### config.mk
export PLATFORM = sky130hd
export DESIGN_NAME = tps_access_unit
export DESIGN_NICKNAME = d
export VERILOG_FILES = /design/src/rtl/tps_pkg.sv /design/src/rtl/tps_decode.sv /design/src/rtl/tps_state.sv /design/src/rtl/tps_resp.sv /design/src/rtl/tps_access_unit.sv
export SDC_FILE = /design/constraint.sdc
export NUM_CORES = 1
export LEC_CHECK = 0
export ABC_AREA = 1
export BUFFER_PORTS_ARGS = -buffer_cell sky130_fd_sc_hd__buf_2
export CAP_MARGIN = 5
export CELL_PAD_IN_SITES_DETAIL_PLACEMENT = 2
export CELL_PAD_IN_SITES_GLOBAL_PLACEMENT = 2
export CORE_ASPECT_RATIO = 0.5
export CORE_MARGIN = 2
export CORE_UTILIZATION = 14
export DETAILED_ROUTE_END_ITERATION = 16
export PLACE_DENSITY = 0.75
export SLEW_MARGIN = 20
export SYNTH_ARGS = -nofsm -noshare
export SYNTH_HDL_FRONTEND = slang
export SYNTH_SLANG_ARGS = --single-unit
### constraint.sdc
create_clock -name clk -period 1.1 [get_ports clk]
set_clock_uncertainty 0.1 [all_clocks]
set_input_delay 0.33 -clock clk [delete_from_list [all_inputs] [get_ports clk]]
set_output_delay 0.33 -clock clk [all_outputs]
set_load 0.01 [all_outputs]
### src/rtl/tps_pkg.sv
package tps_pkg;
  typedef enum logic [1:0] {
    OUT_NORMAL = 2'd0,
    OUT_SHADOW = 2'd1,
    OUT_EXIT   = 2'd2,
    OUT_FAULT  = 2'd3
  } tps_outcome_e;
endpackage

### src/rtl/tps_decode.sv
module tps_decode
  import tps_pkg::*;
(
  input  logic         is_write,
  input  logic         mode64,
  input  logic         load_exit,
  input  logic         store_exit,
  input  logic         use_shadow,
  output tps_outcome_e outcome
);
  logic exit_sel;

  // The exit control that matters depends on direction only.
  assign exit_sel = is_write ? load_exit : store_exit;

  // Priority: mode fault, then host exit, then shadow, then normal.
  always_comb begin
    if (!mode64)         outcome = OUT_FAULT;
    else if (exit_sel)   outcome = OUT_EXIT;
    else if (use_shadow) outcome = OUT_SHADOW;
    else                 outcome = OUT_NORMAL;
  end
endmodule

### src/rtl/tps_state.sv
module tps_state
  import tps_pkg::*;
#(
  parameter int SHADOW_W = 32,
  parameter int PRIO_W   = 4,
  parameter int NIB_LSB  = 4
) (
  input  logic                clk,
  input  logic                rst_n,
  input  logic                accept,
  input  logic                is_write,
  input  tps_outcome_e        outcome,
  input  logic [PRIO_W-1:0]   wr_prio,
  output logic [SHADOW_W-1:0] shadow_q,
  output logic [PRIO_W-1:0]   prio_q,
  output logic                shadow_wr_q
);
  localparam int NIB_MSB = NIB_LSB + PRIO_W - 1;

  logic do_prio_wr;
  logic do_shadow_wr;
  logic [SHADOW_W-1:0] shadow_next;

  assign do_prio_wr   = accept && is_write && (outcome == OUT_NORMAL);
  assign do_shadow_wr = accept && is_write && (outcome == OUT_SHADOW);

  // The new shadow word holds only the priority nibble; all else clears.
  always_comb begin
    shadow_next = '0;
    shadow_next[NIB_MSB:NIB_LSB] = wr_prio;
  end

  always_ff @(posedge clk or negedge rst_n) begin
    if (!rst_n) begin
      shadow_q    <= '0;
      prio_q      <= '0;
      shadow_wr_q <= 1'b0;
    end else begin
      shadow_wr_q <= do_shadow_wr;
      if (do_shadow_wr) shadow_q <= shadow_next;
      if (do_prio_wr)   prio_q   <= wr_prio;
    end
  end

  AST_FAULT_KEEPS_STATE: assert property (@(posedge clk) disable iff (!rst_n)
    (accept && outcome == OUT_FAULT) |=> ($stable(shadow_q) && $stable(prio_q)));
  AST_EXIT_KEEPS_STATE: assert property (@(posedge clk) disable iff (!rst_n)
    (accept && outcome == OUT_EXIT) |=> ($stable(shadow_q) && $stable(prio_q)));
  AST_SHADOW_WR_KEEPS_PRIO: assert property (@(posedge clk) disable iff (!rst_n)
    (accept && is_write && outcome == OUT_SHADOW) |=> $stable(prio_q));
  AST_NORMAL_WR_KEEPS_SHADOW: assert property (@(posedge clk) disable iff (!rst_n)
    (accept && is_write && outcome == OUT_NORMAL) |=> $stable(shadow_q));
endmodule

### src/rtl/tps_resp.sv
module tps_resp
  import tps_pkg::*;
#(
  parameter int DATA_W = 64,
  parameter int PRIO_W = 4
) (
  input  logic              clk,
  input  logic              rst_n,
  input  logic              accept,
  input  logic              is_write,
  input  tps_outcome_e      outcome,
  input  logic [PRIO_W-1:0] prio_cur,
  input  logic [PRIO_W-1:0] shadow_nib,
  input  logic              rsp_ready,
  output logic              can_take,
  output logic              rsp_valid,
  output tps_outcome_e      rsp_kind,
  output logic              rsp_is_write,
  output logic [DATA_W-1:0] rsp_rdata
);
  logic [DATA_W-1:0] rdata_next;

  assign can_take = !rsp_valid || rsp_ready;

  // Reads return a nibble in the low bits; everything else returns zero.
  always_comb begin
    rdata_next = '0;
    if (!is_write) begin
      if (outcome == OUT_NORMAL)      rdata_next[PRIO_W-1:0] = prio_cur;
      else if (outcome == OUT_SHADOW) rdata_next[PRIO_W-1:0] = shadow_nib;
    end
  end

  always_ff @(posedge clk or negedge rst_n) begin
    if (!rst_n) begin
      rsp_valid    <= 1'b0;
      rsp_kind     <= OUT_NORMAL;
      rsp_is_write <= 1'b0;
      rsp_rdata    <= '0;
    end else if (accept) begin
      rsp_valid    <= 1'b1;
      rsp_kind     <= outcome;
      rsp_is_write <= is_write;
      rsp_rdata    <= rdata_next;
    end else if (rsp_ready) begin
      rsp_valid    <= 1'b0;
    end
  end

  AST_RSP_HELD: assert property (@(posedge clk) disable iff (!rst_n)
    (rsp_valid && !rsp_ready) |=> (rsp_valid && $stable(rsp_kind) && $stable(rsp_rdata)
                                   && $stable(rsp_is_write)));
  AST_RSP_FOLLOWS_ACCEPT: assert property (@(posedge clk) disable iff (!rst_n)
    accept |=> rsp_valid);
endmodule

### src/rtl/tps_access_unit.sv
module tps_access_unit
  import tps_pkg::*;
#(
  parameter int DATA_W   = 64,
  parameter int SHADOW_W = 32,
  parameter int PRIO_W   = 4
) (
  input  logic                clk,
  input  logic                rst_n,
  input  logic                mode64,
  input  logic                ctl_load_exit,
  input  logic                ctl_store_exit,
  input  logic                ctl_use_shadow,
  input  logic                req_valid,
  output logic                req_ready,
  input  logic                req_is_write,
  input  logic [DATA_W-1:0]   req_wdata,
  output logic                rsp_valid,
  input  logic                rsp_ready,
  output logic [1:0]          rsp_kind,
  output logic                rsp_is_write,
  output logic [DATA_W-1:0]   rsp_rdata,
  output logic [SHADOW_W-1:0] shadow_word,
  output logic [PRIO_W-1:0]   prio_value,
  output logic                shadow_written
);
  // Priority nibble sits in the upper half of shadow byte 0.
  localparam int NIB_LSB = 8 - PRIO_W;
  localparam int NIB_MSB = 7;

  tps_outcome_e outcome;
  tps_outcome_e kind_q;
  logic         accept;
  logic         can_take;
  logic         unused_wdata_hi;

  assign unused_wdata_hi = ^req_wdata[DATA_W-1:PRIO_W];
  assign req_ready = can_take;
  assign accept    = req_valid && can_take;
  assign rsp_kind  = kind_q;

  tps_decode u_decode (
    .is_write   (req_is_write),
    .mode64     (mode64),
    .load_exit  (ctl_load_exit),
    .store_exit (ctl_store_exit),
    .use_shadow (ctl_use_shadow),
    .outcome    (outcome)
  );

  tps_state #(
    .SHADOW_W (SHADOW_W),
    .PRIO_W   (PRIO_W),
    .NIB_LSB  (NIB_LSB)
  ) u_state (
    .clk         (clk),
    .rst_n       (rst_n),
    .accept      (accept),
    .is_write    (req_is_write),
    .outcome     (outcome),
    .wr_prio     (req_wdata[PRIO_W-1:0]),
    .shadow_q    (shadow_word),
    .prio_q      (prio_value),
    .shadow_wr_q (shadow_written)
  );

  tps_resp #(
    .DATA_W (DATA_W),
    .PRIO_W (PRIO_W)
  ) u_resp (
    .clk          (clk),
    .rst_n        (rst_n),
    .accept       (accept),
    .is_write     (req_is_write),
    .outcome      (outcome),
    .prio_cur     (prio_value),
    .shadow_nib   (shadow_word[NIB_MSB:NIB_LSB]),
    .rsp_ready    (rsp_ready),
    .can_take     (can_take),
    .rsp_valid    (rsp_valid),
    .rsp_kind     (kind_q),
    .rsp_is_write (rsp_is_write),
    .rsp_rdata    (rsp_rdata)
  );

  AST_STROBE_WITH_SHADOW_RSP: assert property (@(posedge clk) disable iff (!rst_n)
    shadow_written |-> (rsp_valid && kind_q == OUT_SHADOW && rsp_is_write));
  AST_FAULT_NO_DATA: assert property (@(posedge clk) disable iff (!rst_n)
    (rsp_valid && (kind_q == OUT_FAULT || kind_q == OUT_EXIT)) |-> (rsp_rdata == '0));
  AST_READ_HIGH_ZERO: assert property (@(posedge clk) disable iff (!rst_n)
    rsp_valid |-> (rsp_rdata[DATA_W-1:PRIO_W] == '0));
endmodule

==> results of run 1 <==
==> sequential cells by signal (all words and copies together) (netlist names) <==
register,count
u_resp.rsp_valid,1
u_resp.rsp_is_write,1
u_state.shadow_q,4
u_resp.rsp_rdata,4
u_state.prio_q,4
u_resp.rsp_kind,2
u_state.shadow_wr_q,1
==> cells by family after synthesis <==
group / after synthesis
buf+inv: 97
simple gates: 57
flops: 17
compound gates: 10
other cells: 1
==> synth_stat cells <==
cell type / count / area, um2
buf_4: 88 / 660.6
nand2_1: 36 / 135.1
dfrtp_1: 17 / 425.4
nand4_1: 8 / 50.05
inv_1: 5 / 18.77
nand2_4: 4 / 45.04
o21ai_0: 4 / 20.02
o21ai_1: 4 / 20.02
nor2_1: 3 / 11.26
a31oi_1: 2 / 12.51
nand2_2: 2 / 12.51
nand3_4: 2 / 35.03
buf_2: 1 / 5.000
buf_6: 1 / 11.26
buf_8: 1 / 15.01
conb_1: 1 / 3.750
inv_6: 1 / 8.760
nor2_4: 1 / 11.26
nor2_8: 1 / 20.02
==> metrics by stage <==
stage                     TNS [ps]  hold WS [ps]  power (mW)
after detailed placement     -3113         181.2       1.386
after global placement       -2527         173.5       1.374
final                        -4564         191.3       2.499
after CTS                    -3369         182.4       2.380
after global routing         -5968         204.9       2.618
after floorplan              -1199        -65.59       1.371
==> worst min-delay path by stage <==
stage	cells past startpoint	startpoint	slack [ps]	endpoint
6_report	3	req_wdata[1]	190	u_state.prio_q[1]
4_1_cts	3	req_wdata[1]	180	u_state.prio_q[1]
3_3_place_gp	1	rst_n	170	u_resp.rsp_valid
5_1_grt	3	req_wdata[3]	200	u_state.shadow_q[7]
3_5_place_dp	1	rst_n	180	u_resp.rsp_valid
2_1_floorplan	0	rst_n	-70	u_resp.rsp_is_write
==> final cells by class <==
| class | instances | area, um2 |
|---|---|---|
| Clock buffer | 3 | 75.07 |
| Multi-Input combinational cell | 156 | 807.0 |
| Timing Repair Buffer | 63 | 491.7 |
| Clock inverter | 1 | 5.005 |
| Fill cell | 1243 | 8363 |
| Inverter | 6 | 35.03 |
| Sequential cell | 17 | 425.4 |
| Tap cell | 140 | 175.2 |
==> tightest hold or removal path: stages <==
cell	delay, ps
buf_2	90
nand2_1	50
nand2_1	50
==> routing by layer <==
layer / up-vias / track usage (%) / wire length, um
met5: - / 0 / 0
met4: 0 / 3.645 / 86
met3: 5 / 0.9412 / 152
met2: 38 / 12.62 / 2461
met1: 541 / 6.392 / 1450
li1: 525 / - / -
==> power by group <==
| part | leakage [nW] | internal, mW | switching [mW] |
|---|---|---|---|
| Clock | 0.0409 | 0.489 | 0.288 |
| Combinational | 0.845 | 0.402 | 0.527 |
| Sequential | 0.216 | 0.722 | 0.0713 |
| Total | 1.10 | 1.61 | 0.887 |
==> cell usage in the layout, fill, tap and decap left out, types with 2 or more instances in the layout <==
| cell type | count |
|---|---|
| buf_2 | 21 |
| buf_4 | 26 |
| buf_6 | 13 |
| clkbuf_16 | 3 |
| conb_1 | 88 |
| dfrtp_1 | 17 |
| inv_1 | 5 |
| nand2_1 | 33 |
| nand2_2 | 5 |
| nand2_4 | 2 |
| nand2_8 | 3 |
| nand3_4 | 2 |
| nand4_1 | 8 |
| nor2_4 | 4 |
| o21ai_1 | 4 |
| o21ai_2 | 4 |
==> timing repair <==
item                                    in CTS  in global routing
pin swaps                                    9                  6
endpoints found under the setup margin      32                 34
buffers inserted                            11                  7
hold buffers                                 1                  0
endpoints found under the hold margin       17                  0
gates cloned                                 1                  0
gates resized for setup                     20                 17
==> flow_summary.json, run 1 <==
{
  "outcome": "finished, violations left",
  "violations": "setup timing",
  "h-tree-depth": 1,
  "worst_slack_ps": -255.8,
  "final_util_pct": 19.41,
  "rrSetupSlack_ps": -220,
  "setup_violations": 34,
  "synth_mux_area_share_pct": 0,
  "rsz0062_at_grt": "yes",
  "cp-end-kind": "output port",
  "drc": 0,
  "finalCriticalPeriod_ps": 1356,
  "ys_types": 19,
  "gp_congestion": 0.6875,
  "start_kind": "flop",
  "crit_buf_inv": 2,
  "clock_path_buffers": 2,
  "clkSinkCount": 17,
  "antenna_cells": 0,
  "die_x_um": 151.4,
  "drt_iter0_drc": 9,
  "cts_tree": "built",
  "cpMostUsedCell": "buf_6",
  "hold_class": "input port to flop",
  "r2r_start": "u_resp.rsp_valid",
  "syn_inst": 182,
  "placed_area_um2": 1599,
  "ys.warnings.count": 0,
  "required_ps": 670,
  "path_cells": "nand2_4 -> buf_6 -> buf_6",
  "io-pin-count": 179,
  "dieHeight_um": 77.72,
  "numCtsBuffers": 3,
  "via_per_inst": 2.873,
  "ys_seq_area_share_pct": 27.96,
  "fin_area_um2": 2014,
  "r2r_cells": 8,
  "critPathKind": "flop to output port",
  "ir_drop_v": 0.0005383,
  "syn_area_per_cell_um2": 8.360,
  "cp_top_family": "flip-flops",
  "hold_viol_final": 0,
  "antenna_found_initial": 0,
  "maxCapViolCount": 0,
  "max_freq_ghz": 0.7376,
  "cp-endpoint": "req_ready",
  "r2r_end": "u_state.shadow_q[4]",
  "worst_path_largest_cell_delay_ps": 390,
  "synth-compound-area-share_pct": 3.454,
  "fin_cells": 386,
  "dr.pass1.iters": 4,
  "path_clk_slew_ps": 60,
  "wl_per_cell_um": 10.75,
  "clock_latency_ps": 260,
  "start_util_pct": 14.66,
  "maxSlewViolCount": 0,
  "critical_path_cell_count": 3,
  "drive_gt1_share_pct": 36.59,
  "rows": 26,
  "grt_first_pass_wirelength_um": 5740,
  "grt-ovfl-total": 0,
  "dp_slack_ps": -234.8,
  "die-area_um2": 11770,
  "synth_xor_area_share_pct": 0,
  "syn_area_um2": 1521,
  "cts_root_buf": "clkbuf_16",
  "synthAdderAreaFrac_pct": 0,
  "portBuffers": 30,
  "critPathLaunch": "u_resp.rsp_valid",
  "cellLeakagePower_nw": 1.103,
  "cpMaxStageDelayCell": "dfrtp_1",
  "synth_seq_cells": 17,
  "period_share_pct": 123.3,
  "first_global_vias": 1072,
  "grt_max_degree": 18,
  "track_usage_pct": 6.412,
  "nets": 320,
  "antenna_left": 0,
  "synth_simple_gate_area_share_pct": 21.05,
  "crit_fanout": 2,
  "synth_top_family_by_area": "buffers and inverters",
  "routed_wl_um": 4151,
  "hpwl_um": 2704,
  "cellPowerDensity_nw_per_um2": 1241,
  "area_delta_synth_final_pct": 32.40,
  "dpl.cell_count": 362,
  "worstPathArrival_ps": 930,
  "coreArea_um2": 10380,
  "vias": 1109
}
Note: power is estimated with default switching activity, not from simulation.
==> run 2, diff against run 1 <==
Settings changed: ABC_AREA 1 to unset, CORE_UTILIZATION 14 to 13, PLACE_DENSITY 0.75 to 0.72.
==> flow_summary.json, run 2 <==
{
  "async_reset_ff_share_pct": 100.0,
  "r2r_start": "u_resp.rsp_valid",
  "syn_inst": 142,
  "start_util_pct": 13.51,
  "r2r_end": "u_state.prio_q[2]",
  "hold_viol_final": 0,
  "synth_seq_cells": 17,
  "numCtsBuffers": 3,
  "rrSetupSlack_ps": -210,
  "synth-compound-area-share_pct": 3.939,
  "dieHeight_um": 77.32,
  "synth_xor_area_share_pct": 0,
  "maxCapViolCount": 0,
  "top_regs": "u_resp.rsp_rdata x4, u_state.prio_q x4, u_state.shadow_q x4",
  "min_to": "u_state.prio_q[3]",
  "synthAdderAreaFrac_pct": 0,
  "final_util_pct": 16.87,
  "dr.pass1.iters": 2,
  "maxSlewViolCount": 0,
  "syn_area_per_cell_um2": 9.842,
  "cellPowerDensity_nw_per_um2": 1309,
  "final_cell_mix": "conb_1 (88), buf_2 (26), buf_4 (23)",
  "cellLeakagePower_nw": 0.9478,
  "finalCriticalPeriod_ps": 1367,
  "first_global_vias": 903,
  "vias": 856,
  "yosys.area.top_type": "buf_4",
  "antenna_left": 0,
  "portBuffers": 30,
  "clock_path_buffers": 2,
  "coreArea_um2": 10340,
  "ys.warnings.count": 0,
  "synth_area_leaders": "buf_4 (47%), dfrtp_1 (30%), mux2_2 (7.3%), mux2i_1 (3.6%), o2bb2ai_1 (2.5%)",
  "critPathKind": "flop to output port",
  "cts_tree": "built",
  "hpwl_um": 2504,
  "track_usage_pct": 5.434,
  "outcome": "finished, violations left",
  "synth_mux_area_share_pct": 10.83,
  "drt_iter0_drc": 11,
  "setup_violations": 33,
  "synth_simple_gate_area_share_pct": 5.819,
  "synth.most_common_cell": "buf_4",
  "antenna_found_initial": 0,
  "worst_slack_ps": -267.3,
  "num-fill-cells": 1236,
  "period_share_pct": 124.3,
  "h-tree-depth": 1,
  "mostFrequentLayoutCell": "conb_1",
  "path_clk_slew_ps": 50,
  "ir_drop_v": 0.0004349,
  "via_per_inst": 2.533,
  "max_freq_ghz": 0.7314,
  "cp-end-kind": "output port",
  "synth_common_cells": "buf_4 (88), dfrtp_1 (17), mux2_2 (9), mux2i_1 (5)",
  "cts_root_buf": "clkbuf_16",
  "hold_path_depth": 2,
  "yosysTopAreaCellShare_pct": 47.27,
  "drc": 0,
  "io-pin-count": 179,
  "ys_types": 19,
  "clock_latency_ps": 260,
  "nets": 272,
  "grt_max_degree": 18,
  "routed_wl_um": 3284,
  "drive_gt1_share_pct": 39.39,
  "required_ps": 670,
  "clkSinkCount": 17,
  "area_delta_synth_final_pct": 24.89,
  "start_kind": "flop",
  "rows": 26,
  "grt_first_pass_wirelength_um": 4885,
  "worstHoldStart": "req_wdata[3]",
  "r2r_cells": 4,
  "crit_fanout": 2,
  "rsz0062_at_grt": "yes",
  "gp_congestion": 0.7097,
  "antenna_cells": 0,
  "ys.flop_type": "dfrtp_1",
  "die-area_um2": 11650,
  "die_x_um": 150.6,
  "wl_per_cell_um": 9.716,
  "synth_top_family_by_area": "buffers and inverters",
  "worstPathArrival_ps": 940,
  "syn_area_um2": 1398,
  "synth_edf_count": 0,
  "p_total_mw": 2.285,
  "ys_seq_area_share_pct": 30.44,
  "grt-ovfl-total": 0,
  "violations": "setup timing",
  "hold_class": "input port to flop"
}
-- run 2: cell types whose count changed in the layout (fill, tap and decap cells not counted), sizes merged, moves of 4 or more --
cell | before | now
a21oi | 0 | 4
buf | 62 | 54
inv | 5 | 1
mux2 | 0 | 9
mux2i | 0 | 5
nand2 | 43 | 2
nand4 | 8 | 2
nor2 | 5 | 1
o21ai | 8 | 0
o2bb2ai | 0 | 4
-- run 2: layout make-up --
type / instances / area [um2] / share of cell area, %
timing repair buffer: 55 / 369.1 / 21.15
sequential: 17 / 425.4 / 24.37
inverter: 1 / 3.754 / 0.2151
tap: 140 / 175.2 / 10.04
multi-input combinational: 121 / 691.9 / 39.64
clock inverter: 1 / 5.005 / 0.2867
clock buffer: 3 / 75.07 / 4.301
-- run 2: cells by family after synthesis --
kind of cell | after synthesis
simple gates | 11
buf+inv | 91
compound gates | 8
other cells | 1
flops | 17
mux | 14
-- run 2: metrics by stage --
step	hold slack (ps)	instances	instance area, um2	setup TNS (ps)	worst slack (ps)
after global routing	232.3	338	1745	-6495	-308.9
after global placement	179.7	317	1470	-5109	-353.2
after floorplan	-65.59	229	1777	-1515	-184.7
after CTS	222.2	336	1714	-4987	-259.0
final	227.4	338	1745	-5004	-267.3
after detailed placement	181.3	317	1470	-5686	-376.8
-- run 2: worst max path at each step --
stage                      from                  end  slack, ps  cells after the start
2_1_floorplan    ctl_use_shadow  u_state.shadow_q[5]       -180                      4
3_3_place_gp          rsp_ready            req_ready       -350                      4
3_5_place_dp          rsp_ready    u_state.prio_q[1]       -380                      4
4_1_cts        u_resp.rsp_valid            req_ready       -260                      3
5_1_grt        u_resp.rsp_valid            req_ready       -310                      3
6_report       u_resp.rsp_valid            req_ready       -270                      3
-- run 2: critical path, stage by stage, from the launching register on --
cell	delay, ps
dfrtp_1	390
nand2b_4	70
buf_6	110
buf_6	110
-- run 2: what timing repair did --
action,in CTS,in global routing
hold buffers,1,0
endpoints found under the hold margin,17,0
endpoints found under the setup margin,33,33
pin swaps,1,2
gates resized for setup,10,3
buffers inserted,14,2
-- run 2: report_power, final --
group / switching, mW / total, mW / internal (mW)
registers: 0.0643 / 0.786 / 0.722
logic: 0.401 / 0.743 / 0.342
clock network: 0.268 / 0.756 / 0.488
total: 0.733 / 2.28 / 1.55
-- run 2: per-layer routing --
metal / global-route usage (%) / vias to the layer above / wire length, um
met3: 0.8333 / 6 / 137
met1: 4.861 / 430 / 990
met4: 2.804 / 0 / 69
met5: 0 / - / 0
met2: 11.50 / 28 / 2087
li1: - / 392 / -
